## config.mk

```make
export PLATFORM = sky130hd
export DESIGN_NAME = vit_serial_dec
export DESIGN_NICKNAME = d
export VERILOG_FILES = /design/src/rtl/vsd_pkg.sv /design/src/rtl/vsd_bmu.sv /design/src/rtl/vsd_acs_node.sv /design/src/rtl/vsd_tbu.sv /design/src/rtl/vit_serial_dec.sv
export SDC_FILE = /design/constraint.sdc
export NUM_CORES = 1
export LEC_CHECK = 0
export BUFFER_PORTS_ARGS = -buffer_cell sky130_fd_sc_hd__buf_2
export CORE_MARGIN = 4
export CORE_UTILIZATION = 64
export DETAILED_ROUTE_END_ITERATION = 8
export PLACE_DENSITY = 0.81
export SYNTH_ARGS = -nofsm -noshare
export SYNTH_HDL_FRONTEND = slang
export SYNTH_SLANG_ARGS = --single-unit
```

## constraint.sdc

```tcl
create_clock -name clk -period 5.2 [get_ports clk]
set_input_delay 0.26 -clock clk [delete_from_list [all_inputs] [get_ports clk]]
set_output_delay 0.26 -clock clk [all_outputs]
set_load 0.02 [all_outputs]
```

## src/rtl/vsd_pkg.sv

```systemverilog
package vsd_pkg;
    typedef enum logic {
        PH_IDLE = 1'b0,
        PH_RUN  = 1'b1
    } phase_e;
endpackage

```

## src/rtl/vsd_bmu.sv

```systemverilog
module vsd_bmu #(
    parameter int SW  = 3,
    parameter int BMW = 5
) (
    input  logic          rate3,
    input  logic [2:0]    exp_bits,
    input  logic [SW-1:0] sym0,
    input  logic [SW-1:0] sym1,
    input  logic [SW-1:0] sym2,
    output logic [BMW-1:0] metric
);
    localparam logic [SW-1:0] SMAX = '1;

    function automatic logic [BMW-1:0] soft_dist(input logic e, input logic [SW-1:0] s);
        logic [SW-1:0] d;
        d = e ? (SMAX - s) : s;
        return BMW'(d);
    endfunction

    always_comb begin
        metric = soft_dist(exp_bits[0], sym0) + soft_dist(exp_bits[1], sym1);
        if (rate3) begin
            metric = metric + soft_dist(exp_bits[2], sym2);
        end
    end
endmodule

```

## src/rtl/vsd_acs_node.sv

```systemverilog
module vsd_acs_node #(
    parameter int K   = 4,
    parameter int SW  = 3,
    parameter int MW  = 8,
    parameter int BMW = 5,
    parameter int IW  = 3,
    parameter int IDX = 0
) (
    input  logic          clk,
    input  logic          rst_n,
    input  logic          shift_en,
    input  logic          first,
    input  logic          commit,
    input  logic          norm,
    input  logic          rate3,
    input  logic [K-1:0]  gen0,
    input  logic [K-1:0]  gen1,
    input  logic [K-1:0]  gen2,
    input  logic [SW-1:0] sym0,
    input  logic [SW-1:0] sym1,
    input  logic [SW-1:0] sym2,
    input  logic [IW-1:0] bit_idx,
    input  logic          pin0,
    input  logic          pin1,
    output logic          pout,
    output logic          dec,
    output logic          win_msb,
    output logic          pm_msb
);
    localparam int NS  = 2 ** (K - 1);
    localparam int SSW = K - 1;
    localparam logic [SSW-1:0] ME = SSW'(IDX);
    localparam logic [SSW-1:0] PA = SSW'((2 * IDX) % NS);
    localparam logic [SSW-1:0] PB = SSW'((2 * IDX + 1) % NS);

    typedef struct packed {
        logic [MW-1:0] pm;
        logic [MW-1:0] ca;
        logic [MW-1:0] cb;
        logic          cy_a;
        logic          cy_b;
        logic          brw;
    } node_t;

    node_t st_d, st_q;

    logic [K-1:0]   reg_a, reg_b;
    logic [2:0]     exp_a, exp_b;
    logic [BMW-1:0] bm_a, bm_b;
    logic [MW-1:0]  bm_a_w, bm_b_w, win;
    logic           ba, bb, cin_a, cin_b, s_a, s_b, bin;

    assign reg_a = {ME[SSW-1], PA};
    assign reg_b = {ME[SSW-1], PB};
    assign exp_a = {^(gen2 & reg_a), ^(gen1 & reg_a), ^(gen0 & reg_a)};
    assign exp_b = {^(gen2 & reg_b), ^(gen1 & reg_b), ^(gen0 & reg_b)};

    vsd_bmu #(.SW(SW), .BMW(BMW)) i_bmu_a (
        .rate3(rate3), .exp_bits(exp_a), .sym0(sym0), .sym1(sym1), .sym2(sym2), .metric(bm_a)
    );
    vsd_bmu #(.SW(SW), .BMW(BMW)) i_bmu_b (
        .rate3(rate3), .exp_bits(exp_b), .sym0(sym0), .sym1(sym1), .sym2(sym2), .metric(bm_b)
    );

    always_comb begin
        st_d   = st_q;
        bm_a_w = MW'(bm_a);
        bm_b_w = MW'(bm_b);
        ba     = bm_a_w[bit_idx];
        bb     = bm_b_w[bit_idx];
        cin_a  = first ? 1'b0 : st_q.cy_a;
        cin_b  = first ? 1'b0 : st_q.cy_b;
        bin    = first ? 1'b0 : st_q.brw;
        s_a    = pin0 ^ ba ^ cin_a;
        s_b    = pin1 ^ bb ^ cin_b;
        win    = st_q.brw ? st_q.cb : st_q.ca;
        if (shift_en) begin
            st_d.pm   = {st_q.pm[0], st_q.pm[MW-1:1]};
            st_d.ca   = {s_a, st_q.ca[MW-1:1]};
            st_d.cb   = {s_b, st_q.cb[MW-1:1]};
            st_d.cy_a = (pin0 & ba) | (pin0 & cin_a) | (ba & cin_a);
            st_d.cy_b = (pin1 & bb) | (pin1 & cin_b) | (bb & cin_b);
            // running borrow of (cand b - cand a): set at the end iff b < a
            st_d.brw  = (~s_b & s_a) | (~(s_b ^ s_a) & bin);
        end
        if (commit) begin
            st_d.pm = norm ? {1'b0, win[MW-2:0]} : win;
        end
    end

    assign pout    = st_q.pm[0];
    assign dec     = st_q.brw;
    assign win_msb = win[MW-1];
    assign pm_msb  = st_q.pm[MW-1];

    always_ff @(posedge clk or negedge rst_n) begin
        if (!rst_n) begin
            st_q <= '0;
        end else begin
            st_q <= st_d;
        end
    end


    no_carry_out_chk: assert property (@(posedge clk) disable iff (!rst_n)
        commit |-> (!st_q.cy_a && !st_q.cy_b));


    tie_upper_chk: assert property (@(posedge clk) disable iff (!rst_n)
        (commit && (st_q.cb >= st_q.ca)) |-> !dec);
endmodule

```

## src/rtl/vsd_tbu.sv

```systemverilog
module vsd_tbu #(
    parameter int K  = 4,
    parameter int TB = 32
) (
    input  logic                  clk,
    input  logic                  rst_n,
    input  logic                  commit,
    input  logic [2**(K-1)-1:0]   dec_vec,
    input  logic                  walk,
    input  logic                  walk_last,
    output logic                  out_valid,
    output logic                  out_bit
);
    localparam int NS  = 2 ** (K - 1);
    localparam int SSW = K - 1;
    localparam int PW  = $clog2(TB);
    localparam int FW  = $clog2(TB + 1);
    localparam logic [PW-1:0] PTR_TOP = PW'(TB - 1);
    localparam logic [FW-1:0] FULL    = FW'(TB);

    typedef struct packed {
        logic [TB-1:0][NS-1:0] mem;
        logic [PW-1:0]         wp;
        logic [PW-1:0]         rp;
        logic [SSW-1:0]        st;
        logic [FW-1:0]         fill;
        logic                  ov;
        logic                  ob;
    } tbu_t;

    tbu_t tb_d, tb_q;
    logic [NS-1:0] row;
    logic          pick;

    always_comb begin
        tb_d    = tb_q;
        tb_d.ov = 1'b0;
        row     = tb_q.mem[tb_q.rp];
        pick    = row[tb_q.st];
        if (commit) begin
            tb_d.mem[tb_q.wp] = dec_vec;
            tb_d.rp           = tb_q.wp;
            tb_d.wp           = (tb_q.wp == PTR_TOP) ? '0 : tb_q.wp + 1'b1;
            tb_d.st           = '0;
            if (tb_q.fill != FULL) begin
                tb_d.fill = tb_q.fill + 1'b1;
            end
        end
        if (walk) begin
            tb_d.st = {tb_q.st[SSW-2:0], pick};
            tb_d.rp = (tb_q.rp == '0) ? PTR_TOP : tb_q.rp - 1'b1;
            if (walk_last) begin
                tb_d.ov = (tb_q.fill == FULL);
                tb_d.ob = tb_q.st[SSW-1];
            end
        end
    end

    assign out_valid = tb_q.ov;
    assign out_bit   = tb_q.ob;

    always_ff @(posedge clk or negedge rst_n) begin
        if (!rst_n) begin
            tb_q <= '0;
        end else begin
            tb_q <= tb_d;
        end
    end


    walk_commit_excl_chk: assert property (@(posedge clk) disable iff (!rst_n)
        walk |-> !commit);
endmodule

```

## src/rtl/vit_serial_dec.sv

```systemverilog
module vit_serial_dec
    import vsd_pkg::*;
#(
    parameter int K  = 4,
    parameter int SW = 3,
    parameter int MW = 8,
    parameter int TB = 32
) (
    input  logic          clk,
    input  logic          rst_n,
    input  logic          cfg_rate3,
    input  logic [K-1:0]  cfg_gen0,
    input  logic [K-1:0]  cfg_gen1,
    input  logic [K-1:0]  cfg_gen2,
    input  logic          in_valid,
    output logic          in_ready,
    input  logic [SW-1:0] in_sym0,
    input  logic [SW-1:0] in_sym1,
    input  logic [SW-1:0] in_sym2,
    output logic          out_valid,
    output logic          out_bit
);
    localparam int NS  = 2 ** (K - 1);
    localparam int BMW = $clog2(3 * (2 ** SW - 1) + 1);
    localparam int IW  = $clog2(MW);
    localparam int CW  = $clog2(MW + TB + 1);
    localparam logic [CW-1:0] CYC_COMMIT = CW'(MW);
    localparam logic [CW-1:0] CYC_LAST   = CW'(MW + TB);

    typedef struct packed {
        phase_e        phase;
        logic [CW-1:0] cyc;
        logic [SW-1:0] s0;
        logic [SW-1:0] s1;
        logic [SW-1:0] s2;
    } ctl_t;

    ctl_t ctl_d, ctl_q;

    logic          running, shift_en, first, commit, walk, walk_last, norm;
    logic [IW-1:0] sh_idx;
    logic [NS-1:0] link, dec_vec, win_msb, pm_msb;

    always_comb begin
        ctl_d = ctl_q;
        case (ctl_q.phase)
            PH_IDLE: begin
                if (in_valid) begin
                    ctl_d.phase = PH_RUN;
                    ctl_d.cyc   = '0;
                    ctl_d.s0    = in_sym0;
                    ctl_d.s1    = in_sym1;
                    ctl_d.s2    = in_sym2;
                end
            end
            default: begin
                if (ctl_q.cyc == CYC_LAST) begin
                    ctl_d.phase = PH_IDLE;
                end else begin
                    ctl_d.cyc = ctl_q.cyc + 1'b1;
                end
            end
        endcase
    end

    assign in_ready  = (ctl_q.phase == PH_IDLE);
    assign running   = (ctl_q.phase == PH_RUN);
    assign shift_en  = running && (ctl_q.cyc < CYC_COMMIT);
    assign first     = running && (ctl_q.cyc == '0);
    assign commit    = running && (ctl_q.cyc == CYC_COMMIT);
    assign walk      = running && (ctl_q.cyc > CYC_COMMIT);
    assign walk_last = running && (ctl_q.cyc == CYC_LAST);
    assign sh_idx    = ctl_q.cyc[IW-1:0];
    assign norm      = &win_msb;

    always_ff @(posedge clk or negedge rst_n) begin
        if (!rst_n) begin
            ctl_q <= '{PH_IDLE, '0, '0, '0, '0};
        end else begin
            ctl_q <= ctl_d;
        end
    end

    for (genvar n = 0; n < NS; n++) begin : g_node
        localparam int P0 = (2 * n) % NS;
        localparam int P1 = (2 * n + 1) % NS;
        vsd_acs_node #(
            .K(K), .SW(SW), .MW(MW), .BMW(BMW), .IW(IW), .IDX(n)
        ) i_node (
            .clk(clk), .rst_n(rst_n),
            .shift_en(shift_en), .first(first), .commit(commit), .norm(norm),
            .rate3(cfg_rate3), .gen0(cfg_gen0), .gen1(cfg_gen1), .gen2(cfg_gen2),
            .sym0(ctl_q.s0), .sym1(ctl_q.s1), .sym2(ctl_q.s2),
            .bit_idx(sh_idx),
            .pin0(link[P0]), .pin1(link[P1]),
            .pout(link[n]), .dec(dec_vec[n]),
            .win_msb(win_msb[n]), .pm_msb(pm_msb[n])
        );
    end

    vsd_tbu #(.K(K), .TB(TB)) i_tbu (
        .clk(clk), .rst_n(rst_n),
        .commit(commit), .dec_vec(dec_vec),
        .walk(walk), .walk_last(walk_last),
        .out_valid(out_valid), .out_bit(out_bit)
    );


    ready_drop_chk: assert property (@(posedge clk) disable iff (!rst_n)
        (in_valid && in_ready) |=> !in_ready);


    out_pulse_chk: assert property (@(posedge clk) disable iff (!rst_n)
        out_valid |=> !out_valid);


    out_idle_chk: assert property (@(posedge clk) disable iff (!rst_n)
        out_valid |-> in_ready);


    norm_done_chk: assert property (@(posedge clk) disable iff (!rst_n)
        commit |=> !(&pm_msb));
endmodule

```

; ---- After elaboration in Yosys (flattened, before gate mapping)
; Cells that the tools add are included.
[classes]
muxes = 167
magnitude_cmp = 7
mul = 0
n_bitwise = 161
addsub = 39
shift = 0
n_eq_ne = 6
n_reduce_logical = 61
div = 0
[ops]
columns = op, count
row1 = 256-bit bitwise mux, 1
row2 = 27-bit two-way mux, 8
row3 = 8-bit two-way mux, 27
row4 = 4-bit XOR reduction, 45
row5 = 3-bit two-way mux, 45
row6 = 5-bit two-way mux, 18
row7 = 4-bit by 3-bit adder with 5-bit output, 16
row8 = 3-bit by 3-bit adder with 4-bit output, 16
row9 = 1-bit bitwise AND, 64
row10 = 1-bit binary-select mux with 3-bit select, 17
row11 = 1-bit two-way mux, 42
row12 = 8-bit binary-select mux with 5-bit select, 1
row13 = 8-bit demux with 5-bit select, 1
row14 = 1-bit bitwise OR, 40
row15 = 1-bit XOR, 40
row16 = 1-bit NOT, 17
row17 = 16-bit two-way mux, 1
row18 = 14-bit two-way mux, 1
row19 = "6-bit by 1-bit adder with 6-bit output, second input constant", 2
row20 = "6-bit == test, second input constant", 2
row21 = "5-bit by 6-bit < comparator with 1-bit output, second input constant", 2
row22 = 6-bit two-way mux, 2
row23 = "3-bit subtractor, first input constant", 3
row24 = "3-bit by 4-bit < comparator with 1-bit output, second input constant", 2
row25 = 17 further kinds, 28
[word_totals]
output_inout_bits = 3
register_bits = 509
memories = 0
rom_bits = 0
in_bits = 25
word_cells = 532
ramBits = 0
latch_bits = 0

; ---- Longest topological paths before layout
; Gate-level depths: netlist of run 1.
[depth]
ltp_word = 15
mapped_depth = 18
depth_no_buf = 17

; ---- Modules after synthesis
; A second synthesis of run 1 with hierarchy kept.
[unflattened]
hier_cells = 2462
area_unflattened_um2 = 30347.9
[modules_own_cells]
columns = module, n_inst, cells_each, seq_area_each_um2, area_per_inst_um2
row1 = vsd_tbu, 1, 879, 6931.6, 12972.4
row2 = vsd_bmu, 16, 37, 0.0, 322.8
row3 = vsd_acs_node (g_node[3].i_node ...), 3, 117, 675.6, 1420.1
row4 = vsd_acs_node (g_node[2].i_node ...), 2, 114, 675.6, 1393.8
row5 = vsd_acs_node (g_node[1].i_node), 1, 114, 675.6, 1487.7
row6 = vsd_acs_node (g_node[0].i_node), 1, 112, 675.6, 1465.2
row7 = vsd_acs_node (g_node[7].i_node), 1, 120, 675.6, 1461.4
row8 = vit_serial_dec, 1, 66, 400.4, 748.2

; ---- Worst setup path before layout of run 1
; No wires, ideal clock.
[synth_path]
path_kind = input to register
from = in cfg_gen1[2]
to = reg g_node[6].i_node.st_q, in the netlist g_node[6].i_node.dec
t_arrival_ps = 4446
setup_time_ps = 121
setup_slack_ps = 633
path_buffers = 1
cell_stages = 17
t_required_ps = 5079
path_cell_list = clkbuf_1 -> xor2_1 -> xor2_1 -> fa_1 -> inv_1 -> fa_1 -> nor2b_1 -> o21ai_0 -> o21ai_0 -> mux4_2 -> o22a_1 -> fa_1 -> inv_1 -> ha_1 -> nand2_1 -> nand2_1 -> a22o_1
[synth_between]
elab_chain_len = 13
elab_cells_between_ends = 24
cone_classes = add/sub (4) / mux (8) / bitwise (10) / reduce/logical (2)
[synth_lines]
columns = item, line
row1 = start: declaration, vit_serial_dec.sv:13  ; input logic [K-1:0] cfg_gen1,
row2 = 4-bit XOR reduction *, vsd_acs_node.sv:55  ; assign exp_a = {^(gen2 & reg_a), ^(gen1 & reg_a), ^(gen0 & reg_a)};
row3 = 3-bit two-way mux *, vsd_bmu.sv:16  ; d = e ? (SMAX - s) : s;
row4 = 3-bit by 3-bit adder with 4-bit output *, vsd_bmu.sv:21  ; metric = soft_dist(exp_bits[0], sym0) + soft_dist(exp_bits[1], sym1);
row5 = 4-bit by 3-bit adder with 5-bit output, vsd_bmu.sv:23  ; metric = metric + soft_dist(exp_bits[2], sym2);
row6 = 5-bit two-way mux *, vsd_bmu.sv:22  ; if (rate3) begin
row7 = 1-bit binary-select mux with 3-bit select *, vsd_acs_node.sv:69  ; ba = bm_a_w[bit_idx];
row8 = 1-bit two-way mux (not written as such) *, vsd_acs_node.sv:69
row9 = 1-bit XOR * (2 in series), vsd_acs_node.sv:74  ; s_a = pin0 ^ ba ^ cin_a;
row10 = net g_node[6].i_node.s_a, vsd_acs_node.sv:51  ; logic ba, bb, cin_a, cin_b, s_a, s_b, bin;
row11 = 1-bit XOR, vsd_acs_node.sv:84  ; st_d.brw = (~s_b & s_a) | (~(s_b ^ s_a) & bin);
row12 = 1-bit NOT, vsd_acs_node.sv:84
row13 = 1-bit bitwise AND, vsd_acs_node.sv:84
row14 = 1-bit bitwise OR *, vsd_acs_node.sv:84
row15 = end signal: assignment, vsd_acs_node.sv:100  ; st_q <= st_d;
row16 = end: declaration, vsd_acs_node.sv:45  ; node_t st_d, st_q;
; The timed path passes the listed nets; every way through them passes the cells marked *. The select of a mux whose other input is x is not followed.
; A chain may end at the register's enable or synchronous reset.

; ---- Worst setup path after layout of run 1
[layout_path]
from = reg ctl_q[6] (netlist name)
to = reg g_node[5].i_node.st_q, in the netlist g_node[5].i_node.dec
[layout_between]
elab_chain_len = 13
elab_cells_between_ends = 23
cone_classes = add/sub (5) / mux (8) / bitwise (10)
[layout_lines]
columns = item, line
row1 = start: declaration, vit_serial_dec.sv:38  ; ctl_t ctl_d, ctl_q;
row2 = start signal: assignment, vit_serial_dec.sv:78  ; ctl_q <= '{PH_IDLE, '0, '0, '0, '0};
row3 = start signal: assignment, vit_serial_dec.sv:80  ; ctl_q <= ctl_d;
row4 = 3-bit subtractor, vsd_bmu.sv:16
row5 = 3-bit two-way mux *, vsd_bmu.sv:16
row6 = 3-bit by 3-bit adder with 4-bit output *, vsd_bmu.sv:21
row7 = 4-bit by 3-bit adder with 5-bit output, vsd_bmu.sv:23
row8 = 5-bit two-way mux *, vsd_bmu.sv:22
row9 = 1-bit binary-select mux with 3-bit select *, vsd_acs_node.sv:69
row10 = 1-bit two-way mux (not written as such) *, vsd_acs_node.sv:69
row11 = 1-bit XOR * (2 in series), vsd_acs_node.sv:74
row12 = net g_node[5].i_node.s_a, vsd_acs_node.sv:51
row13 = 1-bit XOR, vsd_acs_node.sv:84
row14 = 1-bit NOT, vsd_acs_node.sv:84
row15 = 1-bit bitwise AND, vsd_acs_node.sv:84
row16 = 1-bit bitwise OR *, vsd_acs_node.sv:84
row17 = end signal: assignment, vsd_acs_node.sv:100
row18 = end: declaration, vsd_acs_node.sv:45
; Marks and branches as above.

==> metrics.txt, run 1 <==
final setup vio count 0; RePlAce Congestion 0.952; crit end category register; vias per cell 6.23; critical path launch point type register; register area share after synthesis 44.4%; syn nets 2769; DIE WIDTH 220 um; CTS tree done; Core ar. 0.0443 sq mm; Max Cap Violations 0; Starting Density 64.8%; Die Y-Extent 220 um; P_leak 0.0149 uW; Arr. time, crit path 5.52 ns; Worst Tran Pin Value 1.09 ns; Final Cycle Share 96.5%; Hold Worst Slack 0.0232 ns; vias in the first global route 20.9k; DP Wirelength 44.7 mm; CP max-delay cell fa_1; Wirelength per Cell 21.3 um; Via Count 19.7k; post-layout util 70.3%; Seq cells post-synth 509; Data required, critical path 5.70 ns; slowest stage delay, CP 0.53 ns; Synth cell types 63; maximum VDD drop 0.358 mV; CTS Buf Count 50; GRT overflow 0; post-synthesis async set-or-reset flop share 100%; final wirelength 67.4 mm; Synth area leader dfrtp_1; RSZ-0062 raised after global routing false; post-route minimum period 5.02 ns; worst setup path class register to register; clock skew 0.0265 ns; Yosys Warn Count 0; P&R area growth vs syn 8.45%; H-tree levels 2; Rows 77; relative slew slack 27.3%; number of enable flip-flop cells after synthesis 0; first-pass GRT wire length 111 mm; GRT Util Overall 28.7%; DRC 0; Syn Inst Count 2582; DR iter-0 viols 1606; drt pass-1 iters 5; Routed Antenna Nets 0; clk slew on worst S/H paths 0.06 ns; Final Hold Fails 0; full die area 0.0483 sq mm; share of layout cells above drive strength 1 20.4%; HP Class primary input to register; I/O pin count 28; Power per Cell Area 392 mW/mm^2; IO buf count 27; Primary FF master, synth dfrtp_1; initial antenna violation count 0; Cell Area, Synth 0.0287 sq mm; Max Slew Vio Count 0; most used cell along the critical path fa_1; # diodes 0; Skew-Pair Late Insertion Delay 0.61 ns; Fin Setup TNS 0 ns; Synth top area share 44.4%; Achievable Freq 0.199 GHz; Max FO, Critical Path 6; Clock Sinks 509; post-CTS setup buffers 0; clock buffer depth 3; Fillers 3081; clock root cell clkbuf_16; synthesized area per cell 11.1 sq um; outcome complete, no violations; largest net degree at the start of global routing 143; fin nets 2715; Critical Path, Cell by Cell xnor2_1 -> xnor2_1 -> ha_1 -> fa_1 -> inv_1 -> fa_1 -> nor2b_1 -> o21ai_0 -> o21ai_0 -> mux4_2 -> o22a_1 -> fa_1 -> inv_1 -> ha_1 -> nand2_1 -> nand2_1 -> a22o_1; main area contributors after synthesis dfrtp_1 (44%), mux2_2 (10%), nand2_1 (6.1%)
## per-layer routing
layer  track usage (%)  share of wire [%]  vias up
met2              49.1                 50      559
met3              4.08                5.0      174
met5                 0                  0        -
met1              36.8                 41    10135
li1                  -                  -     8829
met4              12.4                4.2        0
## cells by family after synthesis
group / Yosys count / share of synthesized area (%)
xor+xnor: 196 / 5.98
flops: 509 / 44.4
simple gates: 706 / 11.0
fa+ha+maj: 162 / 8.31
mux: 431 / 18.8
compound gates: 330 / 8.14
buf+inv: 248 / 3.38
## power breakdown
part           leakage [uW]  internal, uW  total, uW  switching [uW]
logic               0.00721          1530       3570            2030
registers           0.00681          4420       4750             333
clock network      0.000891          2280       3890            1610
total                0.0149          8230      12200            3980
## Yosys cell counts (34+ instances only)
cell type  number
a221o_1        57
a21oi_1        36
mux2i_1       108
ha_1          114
nor2b_1        36
mux2_2        262
o21ai_0        97
inv_1          69
dfrtp_1       509
nor2_1         89
mux4_2         61
xnor2_1       141
a21o_1         34
nand2_1       470
fa_1           48
clkbuf_1      146
xor2_1         55
## final timing paths
kind	start	end	slack (ns)	depth (start not counted)
max	ctl_q[6]$_DFFE_PN0P_	g_node[5].i_node.dec$_DFFE_PN0P_	0.18	17
min	in_valid	ctl_q[12]$_DFFE_PN0P_	0.02	4
max reg2reg	ctl_q[6]$_DFFE_PN0P_	g_node[5].i_node.dec$_DFFE_PN0P_	0.18	17
min reg2reg	g_node[1].i_node.st_q[3]$_DFFE_PN0P_	g_node[1].i_node.st_q[3]$_DFFE_PN0P_	0.47	2
max in group asynchronous	rst_n	i_tbu.tb_q[134]$_DFFE_PN0P_	3.44	3
min in group asynchronous	rst_n	i_tbu.tb_q[238]$_DFFE_PN0P_	0.29	2
## through the flow
| stage | std cells | power (uW) | setup WS [ns] | cell area, sq um |
|---|---|---|---|---|
| floorplan | 2582 | 7320 | 0.633 | 28700 |
| global placement | 3058 | 8050 | 0.263 | 29200 |
| detailed placement | 3058 | 8310 | 0.136 | 29200 |
| CTS | 3161 | 12200 | 0.159 | 31100 |
| global route | 3161 | 12900 | 0.0236 | 31100 |
| finish | 3161 | 12200 | 0.182 | 31100 |
## critical path, delay by kind of cell, from the launching register on
family	cells	cell delay (ns)
flops	1	0.49
simple gates	3	0.27
fa+ha+maj	5	2.04
buf+inv	2	0.12
mux	1	0.49
compound gates	4	0.81
xor+xnor	2	0.69
## cell type report
cell class	count	area [sq um]	share of cell area (%)
clock inverter	20	300	0.964
clock buffer	73	1510	4.84
multi-input combinational	1825	15000	48.3
sequential	509	12700	40.9
inverter	70	263	0.844
tap	592	741	2.38
timing repair buffer	72	546	1.75
## sequential cells by signal (all words and copies together), names as in the netlist
register,flops
g_node.i_node.dec,8
running,1
ctl_q,15
i_tbu.tb_q,275
i_tbu.out_bit,1
g_node.i_node.st_q,192
i_tbu.out_valid,1
g_node.i_node.pm_msb,8
g_node.i_node.pout,8
## layout by cell type (no fill, tap or decap), types with 9 or more instances in the layout
| master | count |
|---|---|
| clkbuf_8 | 17 |
| fa_1 | 48 |
| mux4_2 | 61 |
| o221ai_1 | 17 |
| nor2_1 | 88 |
| nand3_1 | 29 |
| nand2_1 | 468 |
| a221o_1 | 57 |
| xnor2_1 | 140 |
| o21ai_0 | 97 |
| mux2_2 | 262 |
| a21oi_1 | 36 |
| ha_1 | 114 |
| buf_4 | 32 |
| mux2i_1 | 108 |
| nor2_4 | 29 |
| dfrtp_1 | 507 |
| xor2_1 | 54 |
| a22o_1 | 10 |
| dlygate4sd3_1 | 10 |
| a211oi_1 | 18 |
| clkbuf_16 | 50 |
| o31a_1 | 9 |
| inv_1 | 69 |
| a21o_1 | 34 |
| nor2b_1 | 36 |
| buf_2 | 26 |
## what timing repair did
| item | 4_1_cts | 5_1_grt |
|---|---|---|
| endpoints found under the hold margin | 115 | 0 |
| setup endpoints to repair | 0 | 4 |
| resized for setup | 0 | 2 |
| hold buffers | 10 | 0 |
Power figures use the tool's default switching activity.
==> run 2, diff against run 1 <==
Settings changed: CELL_PAD_IN_SITES_DETAIL_PLACEMENT from default to 0, CELL_PAD_IN_SITES_GLOBAL_PLACEMENT from default to 1, CORE_UTILIZATION 64 to 52, PLACE_DENSITY 0.81 to 0.8.
Clock period 5.2 ns to 5.3 ns, I/O delays scaled along.
==> metrics.txt, run 2 (synthesis gave the netlist of run 1 again) <==
outcome complete, no violations; P_leak 0.0149 uW (-0.23%); Core ar. 0.0542 sq mm (+22%); CTS Buf Count 54 (+8.0%); P&R area growth vs syn 8.74%; Die Y-Extent 243 um (+11%); max reg flops 275 (unchanged); initial antenna violation count 0 (unchanged); Achievable Freq 0.206 GHz (+3.2%); largest net degree at the start of global routing 186 (+30%); DIE WIDTH 243 um (+11%); Wirelength per Cell 20.7 um (-2.7%); Fillers 4575 (+48%); first-pass GRT wire length 111 mm (+0.26%); GRT Util Overall 23.3% (-5.4 points); RSZ-0062 raised after global routing false; Int Pwr 7970 uW (-3.2%); full die area 0.0590 sq mm (+22%); DRC 0 (unchanged); Clock Sinks 509 (unchanged); Rows 85 (+10%); placed insts 3162 (+3.4%); DR iter-0 viols 1188 (-26%); drt pass-1 iters 5 (unchanged); Routed Antenna Nets 0 (unchanged); commonest non-fill, non-tap cells in the layout dfrtp_1 (507), nand2_1 (468), mux2_2 (262); Max Cap Violations 0 (unchanged); clock skew 0.0210 ns (-0.00547 ns); crit end category register; HP Class primary input to asynchronous set/reset pin; maximum VDD drop 0.280 mV (-22%); Worst Tran Pin Value 1.04 ns (-0.0506 ns); Top Registers i_tbu.tb_q x275, g_node.i_node.st_q x192, ctl_q x15; relative slew slack 30.7% (+3.4 points); final setup vio count 0 (unchanged); IO buf count 27 (unchanged); logic gate share of total power 28.9% (-0.3 points); Via Count 19.0k (-3.5%); critical path launch point type register; sequential share of power 39.5% (+0.6 points); Arr. time, crit path 5.36 ns (-0.16 ns); Net Sw Power 3820 uW (-4.0%); Data required, critical path 5.80 ns (+0.10 ns); vias in the first global route 20.2k (-3.5%); Post-DP Area 0.0294 sq mm (+0.53%); Final Cycle Share 91.7% (-4.8 points); H-tree levels 2 (unchanged); post-CTS sizing 0 (unchanged); setup ws final 0.439 ns (+0.257 ns); DP Wirelength 45.6 mm (+2.0%); GRT overflow 0 (unchanged); vias per cell 5.82 (-6.7%); Max Slew Vio Count 0 (unchanged); # diodes 0 (unchanged); Fin Setup TNS 0 ns (unchanged); worst setup path class register to register; multi-input logic area 0.0150 sq mm (about the same); Power per Cell Area 378 mW/mm^2 (-3.7%); share of layout cells above drive strength 1 20.1% (-0.33 points); final wirelength 67.8 mm (+0.64%); Final Hold Fails 0 (unchanged); total power 11800 uW (-3.4%); fin nets 2720 (+0.18%); RePlAce Congestion 0.942 (-1.1%); I/O pin count 28 (unchanged); Setup WS pre-CTS 0.450 ns (+0.313 ns); most common cell after layout, fill and taps aside dfrtp_1; clk slew on worst S/H paths 0.06 ns (about the same); Top reg by flops i_tbu.tb_q; FF/Latch Area 0.0127 sq mm (unchanged); Skew-Pair Late Insertion Delay 0.61 ns (about the same); fin cells 3268 (+3.4%); post-route minimum period 4.86 ns (-0.157 ns); Max FO, Critical Path 6 (unchanged); CTS tree done; Starting Density 52.9% (-12 points); power share of the clock group 31.6% (-0.3 points); clock root cell clkbuf_16; switch share 32.4% (-0.19 points); Finished Cell Area 0.0312 sq mm (+0.26%); clock buffer depth 3 (unchanged)
==> run 2: per-layer routing <==
metal,global-route usage (%),routed length (um),up-vias
li1,-,-,8852
met1,30.8,29600,9704
met2,40.4,33900,331
met3,3.41,2460,121
met4,6.37,1850,0
met5,0,0,-
==> run 2: layout make-up <==
type	instances	share of cell area, %
Clock buffer	80	5.03
Inverter	70	0.842
Timing Repair Buffer	73	1.86
Multi-Input combinational cell	1825	48.1
Clock inverter	15	0.545
Tap cell	696	2.79
Sequential cell	509	40.8
==> run 2: metrics by stage <==
step           utilization, %  hold slack, ns
5_1_grt                  57.6           0.331
2_1_floorplan               -         -0.0306
3_3_place_gp             54.2           0.336
4_1_cts                  57.6           0.307
6_report                 57.6           0.283
3_5_place_dp             54.2           0.356
==> run 2: worst max-delay path, stage by stage, from the launching register on <==
cell     delay [ns]
dfrtp_1        0.47
xnor2_1        0.50
xnor2_1        0.19
ha_1           0.27
fa_1           0.55
inv_1          0.08
fa_1           0.44
nor2b_1        0.15
o21ai_0        0.13
o21ai_0        0.11
mux4_2         0.49
o22a_1         0.22
fa_1           0.53
inv_1          0.05
ha_1           0.26
nand2_1        0.06
nand2_1        0.07
a22o_1         0.20
==> run 2: power by group through the flow <==
stage | Clock, uW | Sequential [uW] | Combinational [uW]
after floorplan | 0 | 4610 | 2570
after CTS | 3800 | 4670 | 3440
final | 3720 | 4660 | 3410
after global routing | 3970 | 4720 | 3850
after detailed placement | 0 | 4730 | 3420
after global placement | 0 | 4720 | 3250
==> run 2: timing repair <==
item | CTS | global route
endpoints found under the hold margin | 98 | 0
buffers inserted | 0 | 0
hold buffers | 11 | 0
==> run 2: path summary, 6_finish.rpt <==
| kind | start | end | slack [ns] | cells after the start |
|---|---|---|---|---|
| min in group clk | in_sym2[0] | ctl_q[0]$_DFFE_PN0P_ | 0.40 | 4 |
| max in group asynchronous | rst_n | g_node[2].i_node.st_q[4]$_DFFE_PN0P_ | 3.64 | 3 |
| hold reg to reg | g_node[6].i_node.st_q[3]$_DFFE_PN0P_ | g_node[6].i_node.st_q[3]$_DFFE_PN0P_ | 0.48 | 2 |
| hold / removal | rst_n | i_tbu.tb_q[7]$_DFFE_PN0P_ | 0.28 | 2 |
| setup reg to reg | ctl_q[6]$_DFFE_PN0P_ | g_node[5].i_node.dec$_DFFE_PN0P_ | 0.44 | 17 |
| setup / recovery | ctl_q[6]$_DFFE_PN0P_ | g_node[5].i_node.dec$_DFFE_PN0P_ | 0.44 | 17 |
==> run 3, diff against run 2 <==
Settings changed: CORE_UTILIZATION 52 to 54, CTS_BUF_LIST from default to sky130_fd_sc_hd__clkbuf_8, PLACE_DENSITY 0.8 to 0.83.
==> metrics.txt, run 3 (synthesis gave the netlist of run 1 again) <==
worst setup path class register to register; DRC 0 (unchanged); Wirelength per Cell 20.6 um (-0.87%); R2R Setup Slk 0.38 ns (-0.06 ns); total power 11600 uW (-1.5%); relative slew slack 24.5% (-6.3 points); commonest non-fill, non-tap cells in the layout dfrtp_1 (507), nand2_1 (468), mux2_2 (262); max reg flops 275 (unchanged); sequential share of power 40.1% (+0.6 points); IO buf count 27 (unchanged); post-CTS setup buffers 0 (unchanged); reg2reg start ctl_q[3]$_DFFE_PN0P_; clk slew on worst S/H paths 0.08 ns (+0.02 ns); Starting Density 54.5% (+1.6 points); most common cell after layout, fill and taps aside dfrtp_1; fin nets 2754 (+1.3%); CP max-delay cell fa_1; drt pass-1 iters 5 (unchanged); number of buffers and inverters on the critical path 2 (unchanged); first-pass GRT wire length 111 mm (-0.39%); share of layout cells above drive strength 1 21.2% (+1.2 points); DR iter-0 viols 1082 (-8.9%); RePlAce Congestion 0.898 (-4.7%); RR Endpoint g_node[3].i_node.dec$_DFFE_PN0P_; M1 WL 29.7 mm (+0.42%); Skew-Pair Late Insertion Delay 0.70 ns (+0.09 ns); fin cells 3317 (+1.5%); logic gate share of total power 29.7% (+0.8 points); highest routed layer met4; CTS tree done; critical path launch point type register; Max Slew Vio Count 0 (unchanged); Via Count 19.3k (+1.5%); Final Hold Fails 0 (unchanged); Rows 84 (-1.2%); Worst Tran Pin Value 1.13 ns (+0.0938 ns); GRT overflow 0 (unchanged); post-route minimum period 4.92 ns (+0.0613 ns); outcome complete, no violations; crit end category register; switch share 33.4% (+1.0 points); Arr. time, crit path 5.50 ns (+0.14 ns); Top reg by flops i_tbu.tb_q; CP top delay family adder cells; DR WL met3 2.50 mm (+1.9%); Fin Setup TNS 0 ns (unchanged); met2 routed WL 33.6 mm (-0.79%); vias per cell 5.81 (about the same); placed insts 3158 (-0.13%); I/O pin count 28 (unchanged); Top Registers i_tbu.tb_q x275, g_node.i_node.st_q x192, ctl_q x15; DP Wirelength 45.6 mm (about the same); P&R area growth vs syn 8.71% (about the same); final wirelength 68.2 mm (+0.62%); setup ws final 0.378 ns (-0.0613 ns); Final Cycle Share 92.9% (+1.2 points); Power per Cell Area 372 mW/mm^2 (-1.5%); Routed Antenna Nets 0 (unchanged); Reg2Reg Depth 17 (unchanged); HP Class primary input to asynchronous set/reset pin; P_leak 0.0150 uW (+0.94%); maximum VDD drop 0.356 mV (+27%); GRT Util Overall 24.3% (+0.99 points); Int Pwr 7740 uW (-2.9%); Max Cap Violations 0 (unchanged); H-tree levels 3 (+1); vias in the first global route 20.3k (+0.52%); slowest stage delay, CP 0.54 ns (about the same); Die Y-Extent 239 um (-1.8%); Data required, critical path 5.88 ns (+0.08 ns); clock root cell clkbuf_8; final setup vio count 0 (unchanged); Net Sw Power 3880 uW (+1.6%); initial antenna violation count 1 (+1); most used cell along the critical path fa_1; Max FO, Critical Path 8 (+2); Clock Sinks 509 (unchanged); CTS Buf Count 84 (+56%); clock buffer depth 3 (unchanged); Core ar. 0.0527 sq mm (-2.9%); Setup WS pre-CTS 0.381 ns (-0.0689 ns); Achievable Freq 0.203 GHz (-1.2%); clock skew 0.0450 ns (+0.0240 ns); power share of the clock group 30.3% (-1.3 points); Critical Path, Cell by Cell xnor2_1 -> xnor2_1 -> ha_1 -> fa_1 -> inv_1 -> fa_1 -> nor2b_1 -> o21ai_0 -> o21ai_0 -> mux4_2 -> o22a_1 -> fa_1 -> inv_1 -> ha_1 -> nand2_1 -> nand2_1 -> a22o_1; full die area 0.0569 sq mm (-3.6%); DIE WIDTH 239 um (-1.8%); largest net degree at the start of global routing 187 (+0.54%); RSZ-0062 raised after global routing false
run 3: routing by layer:
metal,global-route usage (%),up-vias
li1,-,8926
met1,32.1,9823
met2,41.0,400
met3,3.74,139
met4,9.01,0
met5,0,-
run 3: per-stage QoR:
stage | cell area, sq um | util (%) | hold WS [ns]
final | 31200 | 59.3 | 0.255
after global routing | 31200 | 59.3 | 0.305
after CTS | 31200 | 59.3 | 0.238
after detailed placement | 29400 | 55.8 | 0.399
after global placement | 29400 | 55.8 | 0.388
after floorplan | 28700 | - | -0.0306
run 3: worst reg2reg max path: stages (launching register included):
cell,delay (ns)
dfrtp_1,0.51
xnor2_1,0.50
xnor2_1,0.13
ha_1,0.23
fa_1,0.54
inv_1,0.08
fa_1,0.45
nor2b_1,0.15
o21ai_0,0.13
o21ai_0,0.11
mux4_2,0.49
o22a_1,0.27
fa_1,0.54
inv_1,0.05
ha_1,0.26
nand2_1,0.06
nand2_1,0.07
a22o_1,0.21
run 3: worst max path at each step:
stage / from / end / slack (ns) / depth (start not counted)
3_5_place_dp: cfg_gen0[0] / g_node[1].i_node.dec$_DFFE_PN0P_ / 0.38 / 17
6_report: ctl_q[3]$_DFFE_PN0P_ / g_node[3].i_node.dec$_DFFE_PN0P_ / 0.38 / 17
5_1_grt: ctl_q[6]$_DFFE_PN0P_ / g_node[1].i_node.dec$_DFFE_PN0P_ / 0.14 / 16
2_1_floorplan: cfg_gen1[2] / g_node[6].i_node.dec$_DFFE_PN0P_ / 0.73 / 17
4_1_cts: ctl_q[3]$_DFFE_PN0P_ / g_node[3].i_node.dec$_DFFE_PN0P_ / 0.38 / 17
3_3_place_gp: cfg_gen0[0] / g_node[1].i_node.dec$_DFFE_PN0P_ / 0.48 / 17
run 3: what timing repair did:
item | 4_1_cts | 5_1_grt
hold buffers | 11 | 0
gates resized for setup | 0 | 0
endpoints found under the hold margin | 113 | 0
endpoints found under the setup margin | 0 | 0
run 3: power groups by stage:
stage / clock network, uW / logic [uW] / registers [uW]
finish: 3520 / 3450 / 4660
global route: 3760 / 3880 / 4720
CTS: 3610 / 3470 / 4660
detailed placement: 0 / 3440 / 4720
global placement: 0 / 3260 / 4710
floorplan: 0 / 2570 / 4610
run 3: cell type report:
type | instances | area, sq um
tap | 688 | 861
inverter | 70 | 263
clock buffer | 103 | 1420
timing repair buffer | 77 | 611
sequential | 509 | 12700
fill | 4301 | 21400
clock inverter | 43 | 290
antenna | 2 | 5.00
multi-input combinational | 1825 | 15000
